File: src/rtl/dma_seq_pkg.sv
package dma_seq_pkg;

  localparam int ADDR_W  = 32;
  localparam int DATA_W  = 32;
  localparam int CHAIN_W = 4;
  localparam int RING_W  = 4;

  typedef struct packed {
    logic               quiet;
    logic               bswap;
    logic [CHAIN_W-1:0] chain_to;
    logic               ring_wr;
    logic [RING_W-1:0]  ring_n;
    logic               inc_wr;
    logic               inc_rd;
    logic [1:0]         size;
    logic               en;
  } ctrl_t;

  localparam int CTRL_W = $bits(ctrl_t);

  typedef enum logic [1:0] {
    SEL_CTRL = 2'd0,
    SEL_RD   = 2'd1,
    SEL_WR   = 2'd2,
    SEL_CNT  = 2'd3
  } reg_sel_e;

  typedef enum logic [1:0] {
    ST_IDLE  = 2'd0,
    ST_READ  = 2'd1,
    ST_WRITE = 2'd2
  } st_e;

  // bytes per element for a size code
  function automatic logic [ADDR_W-1:0] elem_step(input logic [1:0] size);
    case (size)
      2'd0:    elem_step = ADDR_W'(1);
      2'd1:    elem_step = ADDR_W'(2);
      default: elem_step = ADDR_W'(4);
    endcase
  endfunction

  // next address: optional increment, optional ring window of 2^n bytes
  function automatic logic [ADDR_W-1:0] next_addr(
    input logic [ADDR_W-1:0] cur,
    input logic [1:0]        size,
    input logic              inc,
    input logic [RING_W-1:0] ring_n,
    input logic              wrap_here
  );
    logic [ADDR_W-1:0] sum;
    logic [ADDR_W-1:0] keep;
    sum  = cur + elem_step(size);
    keep = '0;
    if (wrap_here && ring_n != '0)
      keep = ~((ADDR_W'(1) << ring_n) - ADDR_W'(1));
    if (!inc)
      next_addr = cur;
    else
      next_addr = (cur & keep) | (sum & ~keep);
  endfunction

  // byte order reversal inside each element
  function automatic logic [DATA_W-1:0] lane_swap(
    input logic [DATA_W-1:0] d,
    input logic [1:0]        size,
    input logic              on
  );
    if (!on || size == 2'd0)
      lane_swap = d;
    else if (size == 2'd1)
      lane_swap = {d[23:16], d[31:24], d[7:0], d[15:8]};
    else
      lane_swap = {d[7:0], d[15:8], d[23:16], d[31:24]};
  endfunction

endpackage

File: src/rtl/dma_seq_step.sv
module dma_seq_step
  import dma_seq_pkg::*;
#(
  parameter bit IS_WRITE = 1'b0
) (
  input  logic [ADDR_W-1:0] cur,
  input  ctrl_t             ctrl,
  output logic [ADDR_W-1:0] nxt
);

  logic side_inc;
  logic side_wrap;

  assign side_inc  = IS_WRITE ? ctrl.inc_wr : ctrl.inc_rd;
  assign side_wrap = (ctrl.ring_wr == IS_WRITE);
  assign nxt       = next_addr(cur, ctrl.size, side_inc, ctrl.ring_n, side_wrap);

endmodule

File: src/rtl/dma_seq_regs.sv
module dma_seq_regs
  import dma_seq_pkg::*;
#(
  parameter int CH_ID = 2,
  parameter int CNT_W = 32
) (
  input  logic              clk,
  input  logic              rst_n,
  input  logic              wr_en,
  input  reg_sel_e          wr_sel,
  input  logic [DATA_W-1:0] wr_val,
  input  logic              step_en,
  input  logic [ADDR_W-1:0] rd_next,
  input  logic [ADDR_W-1:0] wr_next,
  output logic [ADDR_W-1:0] rd_addr_q,
  output logic [ADDR_W-1:0] wr_addr_q,
  output logic [CNT_W-1:0]  count_q,
  output ctrl_t             ctrl_q
);

  localparam ctrl_t CTRL_RST = '{
    quiet:    1'b0,
    bswap:    1'b0,
    chain_to: CHAIN_W'(CH_ID),
    ring_wr:  1'b0,
    ring_n:   '0,
    inc_wr:   1'b0,
    inc_rd:   1'b1,
    size:     2'd2,
    en:       1'b1
  };

  always_ff @(posedge clk or negedge rst_n) begin
    if (!rst_n) begin
      rd_addr_q <= '0;
      wr_addr_q <= '0;
      count_q   <= '0;
      ctrl_q    <= CTRL_RST;
    end else begin
      if (step_en) begin
        rd_addr_q <= rd_next;
        wr_addr_q <= wr_next;
        count_q   <= count_q - CNT_W'(1);
      end
      if (wr_en) begin
        case (wr_sel)
          SEL_CTRL: ctrl_q    <= ctrl_t'(wr_val[CTRL_W-1:0]);
          SEL_RD:   rd_addr_q <= wr_val[ADDR_W-1:0];
          SEL_WR:   wr_addr_q <= wr_val[ADDR_W-1:0];
          default:  count_q   <= wr_val[CNT_W-1:0];
        endcase
      end
    end
  end

endmodule

File: src/rtl/dma_seq_engine.sv
module dma_seq_engine
  import dma_seq_pkg::*;
#(
  parameter int CH_ID = 2
) (
  input  logic               clk,
  input  logic               rst_n,
  input  logic               start,
  input  logic               null_irq,
  input  logic               abort_req,
  input  logic               en,
  input  logic               quiet,
  input  logic [CHAIN_W-1:0] chain_to,
  input  logic               count_zero,
  input  logic               rd_ack,
  input  logic               wr_ack,
  output logic               busy,
  output logic               rd_req,
  output logic               wr_req,
  output logic               step_en,
  output logic               rd_fire,
  output logic               abort_pend,
  output logic               irq,
  output logic               chain_valid,
  output logic [CHAIN_W-1:0] chain_idx
);

  st_e  state_q;
  logic at_idle;
  logic fin_abort;
  logic fin_done;

  assign at_idle   = (state_q == ST_IDLE);
  assign rd_req    = (state_q == ST_READ);
  assign wr_req    = (state_q == ST_WRITE);
  assign rd_fire   = rd_req & rd_ack;
  assign step_en   = wr_req & wr_ack;
  assign fin_abort = at_idle & busy & abort_pend;
  assign fin_done  = at_idle & busy & !abort_pend & count_zero;

  always_ff @(posedge clk or negedge rst_n) begin
    if (!rst_n) begin
      state_q     <= ST_IDLE;
      busy        <= 1'b0;
      abort_pend  <= 1'b0;
      irq         <= 1'b0;
      chain_valid <= 1'b0;
      chain_idx   <= '0;
    end else begin
      irq         <= null_irq | (fin_done & !quiet);
      chain_valid <= fin_done & (chain_to != CHAIN_W'(CH_ID));
      if (fin_done)
        chain_idx <= chain_to;
      if (abort_req && busy)
        abort_pend <= 1'b1;
      case (state_q)
        ST_IDLE: begin
          if (fin_abort || fin_done) begin
            busy       <= 1'b0;
            abort_pend <= 1'b0;
          end else if (busy) begin
            if (en && !abort_req)
              state_q <= ST_READ;
          end else if (start) begin
            busy <= 1'b1;
          end
        end
        ST_READ:  if (rd_ack) state_q <= ST_WRITE;
        ST_WRITE: if (wr_ack) state_q <= ST_IDLE;
        default:  state_q <= ST_IDLE;
      endcase
    end
  end

endmodule

File: src/rtl/dma_chan_seq.sv
module dma_chan_seq
  import dma_seq_pkg::*;
#(
  parameter int CH_ID = 2,
  parameter int CNT_W = 32
) (
  input  logic               clk,
  input  logic               rst_n,
  input  logic               reg_valid,
  input  logic [2:0]         reg_addr,
  input  logic [DATA_W-1:0]  reg_wdata,
  input  logic               chain_in,
  input  logic               abort_req,
  output logic               rd_req,
  output logic [ADDR_W-1:0]  rd_addr,
  output logic [1:0]         rd_size,
  input  logic               rd_ack,
  input  logic [DATA_W-1:0]  rd_data,
  output logic               wr_req,
  output logic [ADDR_W-1:0]  wr_addr,
  output logic [1:0]         wr_size,
  output logic [DATA_W-1:0]  wr_data,
  input  logic               wr_ack,
  output logic               busy,
  output logic               irq,
  output logic               chain_valid,
  output logic [CHAIN_W-1:0] chain_idx
);

  localparam int SIDES = 2;

  ctrl_t             ctrl;
  logic [ADDR_W-1:0] rd_q;
  logic [ADDR_W-1:0] wr_q;
  logic [CNT_W-1:0]  cnt_q;
  logic [ADDR_W-1:0] cur_a [SIDES];
  logic [ADDR_W-1:0] nxt_a [SIDES];
  logic [DATA_W-1:0] data_q;

  // named internal events for the checker
  logic     step_en;
  logic     rd_fire;
  logic     abort_pend;
  logic     trig_wr;
  logic     en_after;
  logic     null_trig;
  logic     start_evt;
  reg_sel_e sel;

  assign sel       = reg_sel_e'(reg_addr[1:0]);
  assign trig_wr   = reg_valid & reg_addr[2];
  assign en_after  = (sel == SEL_CTRL) ? reg_wdata[0] : ctrl.en;
  assign null_trig = trig_wr & ctrl.quiet & (reg_wdata == '0);
  assign start_evt = (trig_wr & en_after & !null_trig) | (chain_in & ctrl.en);

  assign cur_a[0] = rd_q;
  assign cur_a[1] = wr_q;

  for (genvar g = 0; g < SIDES; g++) begin : g_side
    dma_seq_step #(.IS_WRITE(g == 1)) u_step (
      .cur  (cur_a[g]),
      .ctrl (ctrl),
      .nxt  (nxt_a[g])
    );
  end

  dma_seq_regs #(.CH_ID(CH_ID), .CNT_W(CNT_W)) u_regs (
    .clk       (clk),
    .rst_n     (rst_n),
    .wr_en     (reg_valid),
    .wr_sel    (sel),
    .wr_val    (reg_wdata),
    .step_en   (step_en),
    .rd_next   (nxt_a[0]),
    .wr_next   (nxt_a[1]),
    .rd_addr_q (rd_q),
    .wr_addr_q (wr_q),
    .count_q   (cnt_q),
    .ctrl_q    (ctrl)
  );

  dma_seq_engine #(.CH_ID(CH_ID)) u_eng (
    .clk         (clk),
    .rst_n       (rst_n),
    .start       (start_evt),
    .null_irq    (null_trig),
    .abort_req   (abort_req),
    .en          (ctrl.en),
    .quiet       (ctrl.quiet),
    .chain_to    (ctrl.chain_to),
    .count_zero  (cnt_q == '0),
    .rd_ack      (rd_ack),
    .wr_ack      (wr_ack),
    .busy        (busy),
    .rd_req      (rd_req),
    .wr_req      (wr_req),
    .step_en     (step_en),
    .rd_fire     (rd_fire),
    .abort_pend  (abort_pend),
    .irq         (irq),
    .chain_valid (chain_valid),
    .chain_idx   (chain_idx)
  );

  always_ff @(posedge clk or negedge rst_n) begin
    if (!rst_n)
      data_q <= '0;
    else if (rd_fire)
      data_q <= lane_swap(rd_data, ctrl.size, ctrl.bswap);
  end

  assign rd_addr = rd_q;
  assign wr_addr = wr_q;
  assign rd_size = ctrl.size;
  assign wr_size = ctrl.size;
  assign wr_data = data_q;

endmodule

File: config.mk
export PLATFORM = sky130hd
export DESIGN_NAME = dma_chan_seq
export DESIGN_NICKNAME = d
export VERILOG_FILES = /design/src/rtl/dma_seq_pkg.sv /design/src/rtl/dma_seq_step.sv /design/src/rtl/dma_seq_regs.sv /design/src/rtl/dma_seq_engine.sv /design/src/rtl/dma_chan_seq.sv
export SDC_FILE = /design/constraint.sdc
export NUM_CORES = 1
export LEC_CHECK = 0
export BUFFER_PORTS_ARGS = -buffer_cell sky130_fd_sc_hd__buf_2
export CAP_MARGIN = 20
export CELL_PAD_IN_SITES_DETAIL_PLACEMENT = 0
export CELL_PAD_IN_SITES_GLOBAL_PLACEMENT = 1
export CORE_MARGIN = 4
export CORE_UTILIZATION = 38
export CTS_CLUSTER_SIZE = 16
export DETAILED_ROUTE_END_ITERATION = 8
export MAX_ROUTING_LAYER = met4
export PLACE_DENSITY_LB_ADDON = 0.1
export SLEW_MARGIN = 20
export SYNTH_ARGS = -nofsm -noshare
export SYNTH_HDL_FRONTEND = slang
export SYNTH_SLANG_ARGS = --single-unit
File: constraint.sdc
create_clock -name clk -period 2.9 [get_ports clk]
set_input_delay 0.145 -clock clk [delete_from_list [all_inputs] [get_ports clk]]
set_output_delay 0.145 -clock clk [all_outputs]
set_load 0.005 [all_outputs]
## Word level (Yosys, flattened, before mapping)

Index checks and enable logic that the tools add are counted.

| storage, ports and cells | value |
|---|---|
| output and inout bits | 109 |
| memories | 0 |
| bits in read-only memories | 0 |
| word-level logic and storage cells | 110 |
| bits in latches | 0 |
| bits in registers | 154 |
| memory bits (writable) | 0 |
| input bits | 74 |

| operators by class | value |
|---|---|
| $add $sub $neg | 4 |
| reduce and logical (&&, ||, !) cells | 20 |
| equality and inequality tests | 11 |
| multipliers | 0 |
| order comparisons | 0 |
| mux-type cells | 29 |
| div/mod/pow operators | 0 |
| bitwise operators | 26 |
| shift-type cells | 1 |

Operators by type and width:

| operator | count |
|---|---|
| 2-to-1 mux 32 bit | 15 |
| bitwise AND 32 bit | 4 |
| NOT 32 bit | 3 |
| logical NOT 32 bit | 2 |
| bitwise OR 32 bit | 2 |
| adder 32 x 3 -> 32 bit | 1 |
| adder 32 bit | 1 |
| left shift 1 x 4 -> 32 bit, first input constant | 1 |
| subtractor 32 x 1 -> 32 bit, second input constant | 1 |
| subtractor 32 x 2 -> 32 bit, second input constant | 1 |
| bitwise AND 1 bit | 14 |
| 2-to-1 mux 2 bit | 5 |
| != test 2 bit, second input constant | 4 |
| 2-to-1 mux 1 bit | 7 |
| equality test 2 x 1 -> 1 bit, second input constant | 3 |
| logical NOT 2 bit | 3 |
| one-hot mux 2 bit (3 select lines) | 1 |
| one-hot mux 3 bit (2 select lines) | 1 |
| logical NOT 1 bit | 5 |
| AND reduction 5 bit | 1 |
| equality test 2 bit, second input constant | 2 |
| logical AND 1 bit | 4 |
| != test 4 x 2 -> 1 bit, second input constant | 1 |
| nonzero test 4 bit | 1 |
| other kinds (6) | 8 |

## Longest topological paths before layout

Gate-level depths: netlist of run 1.

| logic depth | value |
|---|---|
| word-level depth | 11 |
| mapped depth | 11 |
| depth with buffers taken out | 9 |

## Hierarchy

A second synthesis of run 1 with hierarchy kept.

| second synthesis, totals | value |
|---|---|
| cells, all modules | 1084 |
| area, all modules | 10131.0 um2 |

By module, submodules not included:

| module | cells an instance | seq. area each (um2) | area each (um2) | times used |
|---|---|---|---|---|
| dma_seq_regs | 511 | 2807.7 | 5336.4 | 1 |
| dma_chan_seq | 208 | 800.8 | 2130.8 | 1 |
| dma_seq_step at g_side[1].u_step | 166 | 0.0 | 1128.6 | 1 |
| dma_seq_step at g_side[0].u_step | 164 | 0.0 | 1096.1 | 1 |
| dma_seq_engine | 35 | 250.2 | 439.2 | 1 |

## Worst setup path before layout of run 1

OpenSTA, ideal clock, no wires.

| timing path | value |
|---|---|
| path type | register to register |
| start point | register u_regs.ctrl_q[2] in the netlist's numbering |
| end point | register u_regs.wr_addr_q[27] |
| cell stages (with the launch flop) | 11 |
| path buffers | 2 |
| required time | 2.818 ns |
| setup time | 0.082 ns |
| slack | -0.047 ns |
| data arrival time | 2.865 ns |
| clock period less this slack | 2.947 ns |
| path through | dfstp_2 > nand2b_1 > clkbuf_1 > inv_1 > buf_1 > ha_1 > nand3_1 > a211o_1 > or4b_1 > or3_1 > a31oi_1 |

| between the ends | value |
|---|---|
| word-level cells in the longest chain between the ends | 9 |
| elaborated cells on any way between the ends | 10 |
| classes of those cells | add/sub: 1; eq/ne: 1; mux: 5; bitwise: 2; reduce/logical: 1 |

RTL lines:

| what | line | text |
|---|---|---|
| from (decl) | dma_seq_regs.sv:18 | `output ctrl_t ctrl_q` |
| from (signal assigned) | dma_seq_regs.sv:47 | `SEL_CTRL: ctrl_q <= ctrl_t'(wr_val[CTRL_W-1:0]);` |
| equality test 2 x 1 -> 1 bit / logical NOT 2 bit (equally long branches) | dma_seq_pkg.sv:37 | `case (size)` |
| one-hot mux 3 bit (2 select lines) * | dma_seq_pkg.sv:37 |  |
| adder 32 x 3 -> 32 bit * | dma_seq_pkg.sv:54 | `sum = cur + elem_step(size);` |
| bitwise AND 32 bit * | dma_seq_pkg.sv:61 | `next_addr = (cur & keep) \| (sum & ~keep);` |
| bitwise OR 32 bit * | dma_seq_pkg.sv:61 |  |
| 2-to-1 mux 32 bit * | dma_seq_pkg.sv:58 | `if (!inc)` |
| 2-to-1 mux 32 bit * | dma_seq_regs.sv:40 | `if (step_en) begin` |
| 2-to-1 mux 32 bit | dma_seq_regs.sv:46 | `case (wr_sel)` |
| 2-to-1 mux 32 bit * | dma_seq_regs.sv:45 | `if (wr_en) begin` |
| to (signal assigned) | dma_seq_regs.sv:42 | `wr_addr_q <= wr_next;` |
| to (signal assigned) | dma_seq_regs.sv:49 | `SEL_WR: wr_addr_q <= wr_val[ADDR_W-1:0];` |
| to (decl) | dma_seq_regs.sv:16 | `output logic [ADDR_W-1:0] wr_addr_q,` |

Every way passes the cells marked *; elsewhere a longest branch is shown, timed or not.
A chain may end at the register's enable or synchronous reset.

## Worst setup path in the final report of run 1

Ends and elaborated chain as after synthesis.

==> impl_metrics.json, run 1 <==
{
  "antenna_found_initial": 1,
  "p_total_w": 0.00814,
  "die_area_sq_um": 26900,
  "cap_violations": 0,
  "cts_tree": "done",
  "clock.fmax_mhz": 362,
  "synth_top_area_share": 0.407,
  "rsz0062_at_grt": "false",
  "chipWidth_um": 164,
  "fin_crit_ns": 2.77,
  "numCtsBuffers": 17,
  "synth_common_cells": "nand2_1 (187), dfrtp_1 (150), a21oi_1 (100)",
  "start_kind": "flip-flop",
  "slew_headroom": 0.327,
  "htreeDepth": 4,
  "synth_most_common_cell": "nand2_1",
  "grtUsageTotal": 0.249,
  "fin_crit_sh": 0.954,
  "hold_viol": 0,
  "syn2layout_area_growth_pct": 21.7,
  "ant_nets": 0,
  "p_per_area_nw_per_um2": 725,
  "crit_start": "u_regs.ctrl_q[2]$_DFFE_PN1P_",
  "fillers": 2443,
  "synth_area_sq_um": 9230,
  "root_buffer": "clkbuf_16",
  "grt_pass1_wl_mm": 49.3,
  "async_flop_share": 1.00,
  "status": "completed",
  "yosys_most_used_dff": "dfrtp_1",
  "die_h_um": 164,
  "setup_viol": 0,
  "drive_gt1_frac": 0.246,
  "yosysSeqAreaShare": 0.418,
  "hp-start": "rd_ack",
  "grt_max_degree": 66,
  "drc": 0,
  "crit_fanout": 7,
  "dp_hpwl_mm": 24.0,
  "cp.required_ns": 3.25,
  "tightestPinTransition_ns": 1.01,
  "crit_type": "flip-flop to flip-flop",
  "ir_drop_v": 0.000355,
  "ys_seq_elements": 154,
  "rr_startpoint": "u_regs.ctrl_q[2]$_DFFE_PN1P_",
  "grt_pass1_vias": 7994,
  "synth-edff-count": 0,
  "hold_class": "input port to flip-flop",
  "final_cell_area_sq_um": 11200,
  "finClkSkew_ns": 0.00852,
  "grt.overflow.total": 0,
  "cts_sinks": 154,
  "viasPerCell": 5.47,
  "avgSynthCellArea_sq_um": 8.53,
  "vias": 8691,
  "clkLatencyLatePin_ns": 0.43,
  "synth_cells": 1083,
  "synth.distinct_cells": 72,
  "arrival_ns": 3.12,
  "yosysWarnings": 0,
  "drt_iter0_drc": 773,
  "drt_first_pass_iters": 5,
  "yosysTopAreaCell": "dfrtp_1",
  "nets": 1343,
  "start_util": 0.390,
  "place_area_sq_um": 10600,
  "synthesis.nets": 1168,
  "core_area_sq_um": 23700,
  "cts.reportedPaths.clkPinSlew_ns": 0.07,
  "gp_congestion": 0.884,
  "cts.path.max_buffers": 2,
  "drv_slew": 0,
  "boundaryPins": 183,
  "port_buffers": 182,
  "routedWlPerCell_um": 20.8,
  "cp-end-kind": "flip-flop",
  "rows": 56,
  "synthTopCellsByArea": "dfrtp_1 (41%), nand2_1 (7.6%), xnor2_1 (6.3%), a21oi_1 (5.4%), o21ai_0 (3.9%)",
  "routed_wl_mm": 33.0,
  "p_leak_nw": 4.68
}
-- area by class of cell --
cell class / count / area [sq um] / share of cell area
diodes: 1 / 2.50 / 0.000223
clock buffers: 20 / 467 / 0.0415
clock inverters: 11 / 121 / 0.0108
inverters: 20 / 75.1 / 0.00668
multi-input cells: 837 / 5030 / 0.448
flip-flops and latches: 154 / 3860 / 0.343
well taps: 319 / 399 / 0.0355
repair buffers: 228 / 1280 / 0.114
-- state kept, by name (all words and copies together), names as in the netlist --
| register | cells |
|---|---|
| u_eng.abort_pend | 1 |
| u_eng.busy | 1 |
| u_eng.chain_idx | 4 |
| u_eng.chain_valid | 1 |
| u_eng.irq | 1 |
| u_eng.state_q | 2 |
| u_regs.count_q | 32 |
| u_regs.ctrl_q | 16 |
| u_regs.rd_addr_q | 32 |
| u_regs.wr_addr_q | 32 |
| wr_data | 32 |
-- cells in the final DEF (no fill, tap or decap), drive strengths merged, types with 20 or more instances in the layout --
cell / Yosys / layout
nand2: 187 / 187
nor2: 69 / 69
inv: 20 / 20
nor3: 34 / 34
mux2: 21 / 21
buf: 13 / 225
a21oi: 100 / 100
clkbuf: 59 / 20
dfrtp: 150 / 150
xnor2: 66 / 66
nor4: 38 / 38
o21ai: 95 / 95
nand3: 25 / 25
-- per-stage QoR --
stage | TNS, ns | std cells | worst slack [ns] | utilization | hold slack (ns)
final | 0 | 1590 | 0.134 | 0.474 | 0.0200
after global routing | 0 | 1590 | 0.0148 | 0.474 | 0.0142
after CTS | 0 | 1587 | 0.0104 | 0.474 | 0.00653
after detailed placement | -0.00902 | 1553 | -0.00902 | 0.447 | 0.165
after global placement | 0 | 1553 | 0.0841 | 0.447 | 0.168
after floorplan | 0 | 1083 | 0.0126 | - | -0.151
-- cell families after synthesis --
kind of cell	Yosys count	synth area share
and+or+nand+nor	462	0.255
AOI/OAI and AO/OA	260	0.162
DFF	154	0.418
buffers and inverters	92	0.0409
xor gates and xnor gates	74	0.0702
muxes	30	0.0370
adders and majority gates	11	0.0165
-- per-layer routing --
layer	track usage	vias up	wire length [um]
li1	-	4205	-
met1	0.358	4202	15800
met2	0.367	252	14600
met3	0.0419	32	1930
met4	0.0606	0	599
met5	-	-	0
-- path summary, 6_finish.rpt --
kind / endpoint / slack [ns] / cells after the start
worst max-delay path: u_regs.wr_addr_q[27]$_DFF_PN0_ / 0.13 / 8
worst min-delay path: u_eng.state_q[0]$_DFFE_PN0P_ / 0.02 / 3
min in group asynchronous: u_regs.rd_addr_q[28]$_DFF_PN0_ / 0.26 / 2
worst max register to register: u_regs.wr_addr_q[27]$_DFF_PN0_ / 0.13 / 8
worst min register to register: wr_data[1]$_DFFE_PN0P_ / 0.47 / 2
max in group asynchronous: u_regs.ctrl_q[3]$_DFFE_PN1P_ / 1.80 / 3
-- critical path, stage by stage (launching register included) --
cell and delay [ns]:
dfstp_2 0.59, nand2b_2 0.20, inv_1 0.10, ha_1 0.28, nand3_1 0.12, a211o_1 0.33, or4b_1 0.58, or3_1 0.33
a31oi_1 0.16
-- report_power, final --
part / leakage, nW / internal (W) / switching (W)
Sequential: 1.86 / 0.00271 / 0.000552
Clock: 0.288 / 0.00133 / 0.000942
Combinational: 2.53 / 0.00114 / 0.00147
-- what timing repair did --
item	in CTS	in global routing
endpoints found under the setup margin	0	5
hold endpoints to repair	56	0
gates resized for setup	0	1
setup buffers	0	2
hold buffers	3	0
(Power assumes the default switching activity.)
==> run 2: changes to the inputs <==
--- a/config.mk
+++ b/config.mk
@@ -14,7 +14,7 @@
 export CTS_CLUSTER_SIZE = 16
 export DETAILED_ROUTE_END_ITERATION = 8
 export MAX_ROUTING_LAYER = met4
-export PLACE_DENSITY_LB_ADDON = 0.1
+export PLACE_DENSITY = 0.82
 export SLEW_MARGIN = 20
 export SYNTH_ARGS = -nofsm -noshare
 export SYNTH_HDL_FRONTEND = slang
==> constraint.sdc (replaced) <==
create_clock -name clk -period 2.3 [get_ports clk]
set_input_delay 0.115 -clock clk [delete_from_list [all_inputs] [get_ports clk]]
set_output_delay 0.115 -clock clk [all_outputs]
set_load 0.005 [all_outputs]
==> run 2 against run 1 <==
Compared with the run above: the run now ends with negative setup slack left; combinational power up 60%; clock power up 30%; design area up 16%; sequential share of layout area down 4.7 points; highest routed layer unchanged; non-clock buffer count up 98; utilization up 7.6 points; maximum frequency up 11%; die area unchanged.
==> impl_metrics.json, run 2 (same netlist as run 1, synthesis figures left out) <==
{
  "status": "complete, but fails checks",
  "violations": "negative setup slack",
  "port_buffers": 182,
  "routed_wl_mm": 33.6,
  "post-place-ws_ns": -0.280,
  "final_cell_mix": "nand2_1 (186), buf_2 (181), dfrtp_1 (149), buf_4 (97), a21oi_1 (96)",
  "cts.path.max_buffers": 2,
  "hold_viol": 0,
  "pwr-share-seq": 0.363,
  "cp.required_ns": 2.66,
  "grtUsageTotal": 0.253,
  "ir_drop_v": 0.000602,
  "cts_sinks": 154,
  "numCtsBuffers": 17,
  "grt_pass1_wl_mm": 51.5,
  "grt_max_degree": 66,
  "cts_tree": "done",
  "path_cells": "nand2b_4 > inv_6 > ha_4 > nand3_2 > a211o_1 > or4b_4 > or3_1 > a31oi_1",
  "arrival_ns": 2.84,
  "rsz0062_at_grt": "true",
  "hold_class": "input port to flip-flop",
  "clkLatencyLatePin_ns": 0.44,
  "worst_slack_ns": -0.181,
  "fin_crit_sh": 1.08,
  "drc": 0,
  "start_util": 0.390,
  "setup_viol": 41,
  "final_core_utilization": 0.550,
  "grt.overflow.total": 0,
  "clock.fmax_mhz": 403,
  "slowest_stage": "dfstp_2",
  "final_common_cell": "nand2_1",
  "cpPeakStageDelay_ns": 0.56,
  "drive_gt1_frac": 0.346,
  "die_h_um": 164,
  "dp_hpwl_mm": 23.8,
  "cts.reportedPaths.clkPinSlew_ns": 0.08,
  "core_area_sq_um": 23700,
  "gp_congestion": 0.909,
  "chipWidth_um": 164,
  "hp-start": "reg_wdata[19]",
  "syn2layout_area_growth_pct": 41.2,
  "routedWlPerCell_um": 19.9,
  "critPathBufInv": 1,
  "slew_headroom": 0.430,
  "drt_first_pass_iters": 5,
  "cap_violations": 0,
  "vias": 9396,
  "diodes": 0,
  "power_frac_comb": 0.374,
  "stdcell_count": 1688,
  "crit_fanout": 4,
  "cp-end-kind": "flip-flop",
  "p_total_w": 0.0112,
  "fillers": 2217,
  "crit_start": "u_regs.ctrl_q[2]$_DFFE_PN1P_",
  "rows": 56,
  "fin_crit_ns": 2.48,
  "drv_slew": 0,
  "root_buffer": "clkbuf_16",
  "clkPwrFrac": 0.263,
  "netSwitchingFraction": 0.382,
  "place_inst": 1615,
  "die_area_sq_um": 26900,
  "antenna_found_initial": 0,
  "p_int_w": 0.00689,
  "cpLargestDelayFamily": "simple AND/OR/NAND/NOR gates",
  "viasPerCell": 5.57,
  "tightestPinTransition_ns": 0.846,
  "p_switching_w": 0.00427,
  "boundaryPins": 183,
  "finClkSkew_ns": 0.0153,
  "start_kind": "flip-flop",
  "p_leak_nw": 5.62,
  "nets": 1441,
  "rr_startpoint": "u_regs.ctrl_q[2]$_DFFE_PN1P_",
  "ant_nets": 0,
  "p_per_area_nw_per_um2": 856,
  "drt_iter0_drc": 768,
  "crit_type": "flip-flop to flip-flop",
  "grt_pass1_vias": 9130,
  "htreeDepth": 4
}
-- run 2: cell count changes in the layout (fill, tap and decap cells not counted), sizes merged, moves of 3 or more --
cell         before  now
buf             225  303
dlygate4sd3       3   22
inv              20   30
clkinv            7    3
clkbuf           20   17
-- run 2: worst paths after layout --
| path | slack (ns) | depth (start not counted) | to |
|---|---|---|---|
| min in group asynchronous | 0.20 | 2 | u_regs.count_q[21]$_DFF_PN0_ |
| worst max register to register | -0.18 | 8 | u_regs.wr_addr_q[27]$_DFF_PN0_ |
| max in group asynchronous | 1.33 | 3 | u_regs.ctrl_q[2]$_DFFE_PN1P_ |
| worst min-delay path | 0.0005 | 3 | u_regs.count_q[19]$_DFF_PN0_ |
| worst max-delay path | -0.18 | 8 | u_regs.wr_addr_q[27]$_DFF_PN0_ |
| worst min register to register | 0.48 | 2 | wr_data[6]$_DFFE_PN0P_ |
-- run 2: what timing repair did --
| action | 4_1_cts | 5_1_grt |
|---|---|---|
| cloned | 3 | 0 |
| hold buffers | 22 | 0 |
| gates resized for setup | 82 | 50 |
| pin swaps | 56 | 57 |
| endpoints found under the setup margin | 58 | 76 |
| hold endpoints to repair | 71 | 0 |
| buffers inserted | 16 | 2 |
-- run 2: cell type report --
cell class	count	area [sq um]	share of cell area
Multi-Input combinational cell	837	5830	0.447
Sequential cell	154	3860	0.296
Timing Repair Buffer	326	2270	0.174
Clock buffer	17	425	0.0326
Tap cell	319	399	0.0306
Clock inverter	15	174	0.0133
Inverter	20	80.1	0.00614
-- run 2: worst reg2reg max path: stages (launching register included) --
cell      delay (ns)
dfstp_2         0.56
nand2b_4        0.16
inv_6           0.04
ha_4            0.25
nand3_2         0.06
a211o_1         0.32
or4b_4          0.53
or3_1           0.33
a31oi_1         0.17
-- run 2: per-layer routing --
layer | track usage | wire (um)
met1 | 0.351 | 14800
met4 | 0.0801 | 1080
met3 | 0.0419 | 2590
met2 | 0.382 | 15100
met5 | - | 0
-- run 2: power by group through the flow --
| stage | sequential (W) | combinational [W] | clock, W |
|---|---|---|---|
| 5_1_grt | 0.00415 | 0.00460 | 0.00306 |
| 3_5_place_dp | 0.00407 | 0.00377 | 0 |
| 2_1_floorplan | 0.00404 | 0.00201 | 0 |
| 3_3_place_gp | 0.00405 | 0.00369 | 0 |
| 6_report | 0.00405 | 0.00418 | 0.00294 |
| 4_1_cts | 0.00404 | 0.00408 | 0.00295 |
-- run 2: stage by stage --
stage	setup TNS, ns	hold slack (ns)	instance area, sq um
after floorplan	-4.13	-0.181	9530
after global placement	-4.20	0.105	11400
after detailed placement	-7.28	0.103	11400
after CTS	-2.52	0.0000779	12800
after global routing	-7.32	0.00724	13000
final	-2.76	0.000541	13000
==> run 3: changes to the inputs <==
--- a/config.mk
+++ b/config.mk
@@ -9,6 +9,7 @@
 export CAP_MARGIN = 20
 export CELL_PAD_IN_SITES_DETAIL_PLACEMENT = 0
 export CELL_PAD_IN_SITES_GLOBAL_PLACEMENT = 1
+export CORE_ASPECT_RATIO = 0.75
 export CORE_MARGIN = 4
 export CORE_UTILIZATION = 38
 export CTS_CLUSTER_SIZE = 16
==> run 3 against run 2 <==
Compared with the run above: the run still ends with negative setup slack left; flip-flop and latch count did not move; combinational power grew 1%; via count fell by 0.61%; global-route usage shrank 0.74 points; maximum frequency about the same; largest cell class unchanged; largest power group unchanged.
==> impl_metrics.json, run 3 (same netlist as run 1, synthesis figures left out) <==
{
  "clkLatencyLatePin_ns": 0.43,
  "htreeDepth": 4,
  "drv_slew": 0,
  "core_area_sq_um": 24000,
  "vias": 9339,
  "p_leak_nw": 5.69,
  "die_h_um": 143,
  "drc": 0,
  "slew_headroom": 0.268,
  "die_area_sq_um": 26900,
  "drt_iter0_drc": 785,
  "port_buffers": 182,
  "nets": 1451,
  "final_common_cell": "nand2_1",
  "hold_viol": 0,
  "chipWidth_um": 188,
  "boundaryPins": 183,
  "grt_pass1_vias": 8813,
  "setup_viol": 49,
  "routed_wl_mm": 33.2,
  "hold_class": "input port to flip-flop",
  "cts.path.max_buffers": 2,
  "status": "complete, but fails checks",
  "cts_tree": "done",
  "drive_gt1_frac": 0.347,
  "grt.overflow.total": 0,
  "antenna_found_initial": 0,
  "root_buffer": "clkbuf_16",
  "ant_nets": 0,
  "viasPerCell": 5.46,
  "numCtsBuffers": 17,
  "grt_pass1_wl_mm": 50.6,
  "syn2layout_area_growth_pct": 41.6,
  "grt_max_degree": 82,
  "ir_drop_v": 0.000647,
  "violations": "negative setup slack",
  "finClkSkew_ns": 0.0142,
  "dp_hpwl_mm": 23.9,
  "clock.fmax_mhz": 403,
  "drt_first_pass_iters": 5,
  "fillers": 2137,
  "final_cell_mix": "nand2_1 (186), buf_2 (181), dfrtp_1 (149), buf_4 (115), a21oi_1 (98)",
  "cp.required_ns": 2.56,
  "diodes": 0,
  "worst_slack_ns": -0.182,
  "start_kind": "flip-flop",
  "final_core_utilization": 0.545,
  "gp_congestion": 0.922,
  "routedWlPerCell_um": 19.4,
  "fin_crit_sh": 1.08,
  "stdcell_count": 1710,
  "place_inst": 1634,
  "grtUsageTotal": 0.246,
  "rsz0062_at_grt": "true",
  "crit_fanout": 33,
  "cp-end-kind": "flip-flop",
  "start_util": 0.385,
  "arrival_ns": 2.74,
  "tightestPinTransition_ns": 1.09,
  "fin_crit_ns": 2.48,
  "cap_violations": 0,
  "p_per_area_nw_per_um2": 849,
  "cts.reportedPaths.clkPinSlew_ns": 0.07,
  "cts_sinks": 154,
  "p_total_w": 0.0111,
  "crit_type": "flip-flop to flip-flop",
  "rows": 49
}
## run 3: what timing repair did
item,CTS,global route
endpoints found under the hold margin,186,0
cloned,1,0
setup buffers,6,15
hold buffers,23,0
pin swaps,21,62
resized for setup,31,85
setup endpoints to repair,61,79
## run 3: per-stage QoR
| step | worst slack [ns] | TNS, ns | cell area [sq um] | hold WS (ns) |
|---|---|---|---|---|
| 2_1_floorplan | -0.408 | -4.13 | 9530 | -0.181 |
| 3_3_place_gp | -0.206 | -4.04 | 11400 | -0.0418 |
| 3_5_place_dp | -0.244 | -6.24 | 11400 | -0.0386 |
| 4_1_cts | -0.171 | -5.12 | 12500 | 0.00134 |
| 5_1_grt | -0.295 | -8.55 | 13100 | 0.0216 |
| 6_report | -0.182 | -3.18 | 13100 | 0.00897 |
## run 3: cell type report
type                       count  area (sq um)  share of cell area
multi-input combinational    837          5860               0.448
sequential                   154          3860               0.295
timing repair buffer         336          2280               0.174
clock buffer                  19           443              0.0339
tap                          331           414              0.0317
clock inverter                13           143              0.0109
inverter                      20          80.1             0.00613
## run 3: power by group
| part | switching [W] | total, W | internal, W |
|---|---|---|---|
| clock | 0.00121 | 0.00285 | 0.00163 |
| combinational | 0.00233 | 0.00423 | 0.00190 |
| sequential | 0.000602 | 0.00402 | 0.00342 |
## run 3: worst paths after layout
path	startpoint	slack, ns	depth (start not counted)	endpoint
max in group asynchronous	rst_n	1.49	3	u_regs.ctrl_q[0]$_DFFE_PN1P_
min in group asynchronous	rst_n	0.08	2	u_regs.rd_addr_q[25]$_DFF_PN0_
min reg2reg	wr_data[28]$_DFFE_PN0P_	0.47	2	wr_data[28]$_DFFE_PN0P_
max	u_regs.ctrl_q[2]$_DFFE_PN1P_	-0.18	10	u_regs.rd_addr_q[29]$_DFF_PN0_
max reg2reg	u_regs.ctrl_q[2]$_DFFE_PN1P_	-0.18	10	u_regs.rd_addr_q[29]$_DFF_PN0_
min	rd_data[24]	0.009	3	wr_data[24]$_DFFE_PN0P_
## run 3: metal layers
metal / global-route usage / wire [um] / vias to the layer above
li1: - / - / 4415
met1: 0.372 / 15500 / 4481
met2: 0.341 / 14200 / 393
met3: 0.0430 / 2790 / 50
met4: 0.0575 / 667 / 0
met5: - / 0 / -
## run 3: critical path, stage by stage (launching register included)
cell and delay [ns]:
dfstp_2 0.58, nand2b_4 0.16, inv_6 0.04, buf_8 0.17, ha_4 0.28, a211o_1 0.11
o211ai_1 0.08, buf_4 0.19, or2_4 0.27, o41ai_2 0.26, a31oi_1 0.15
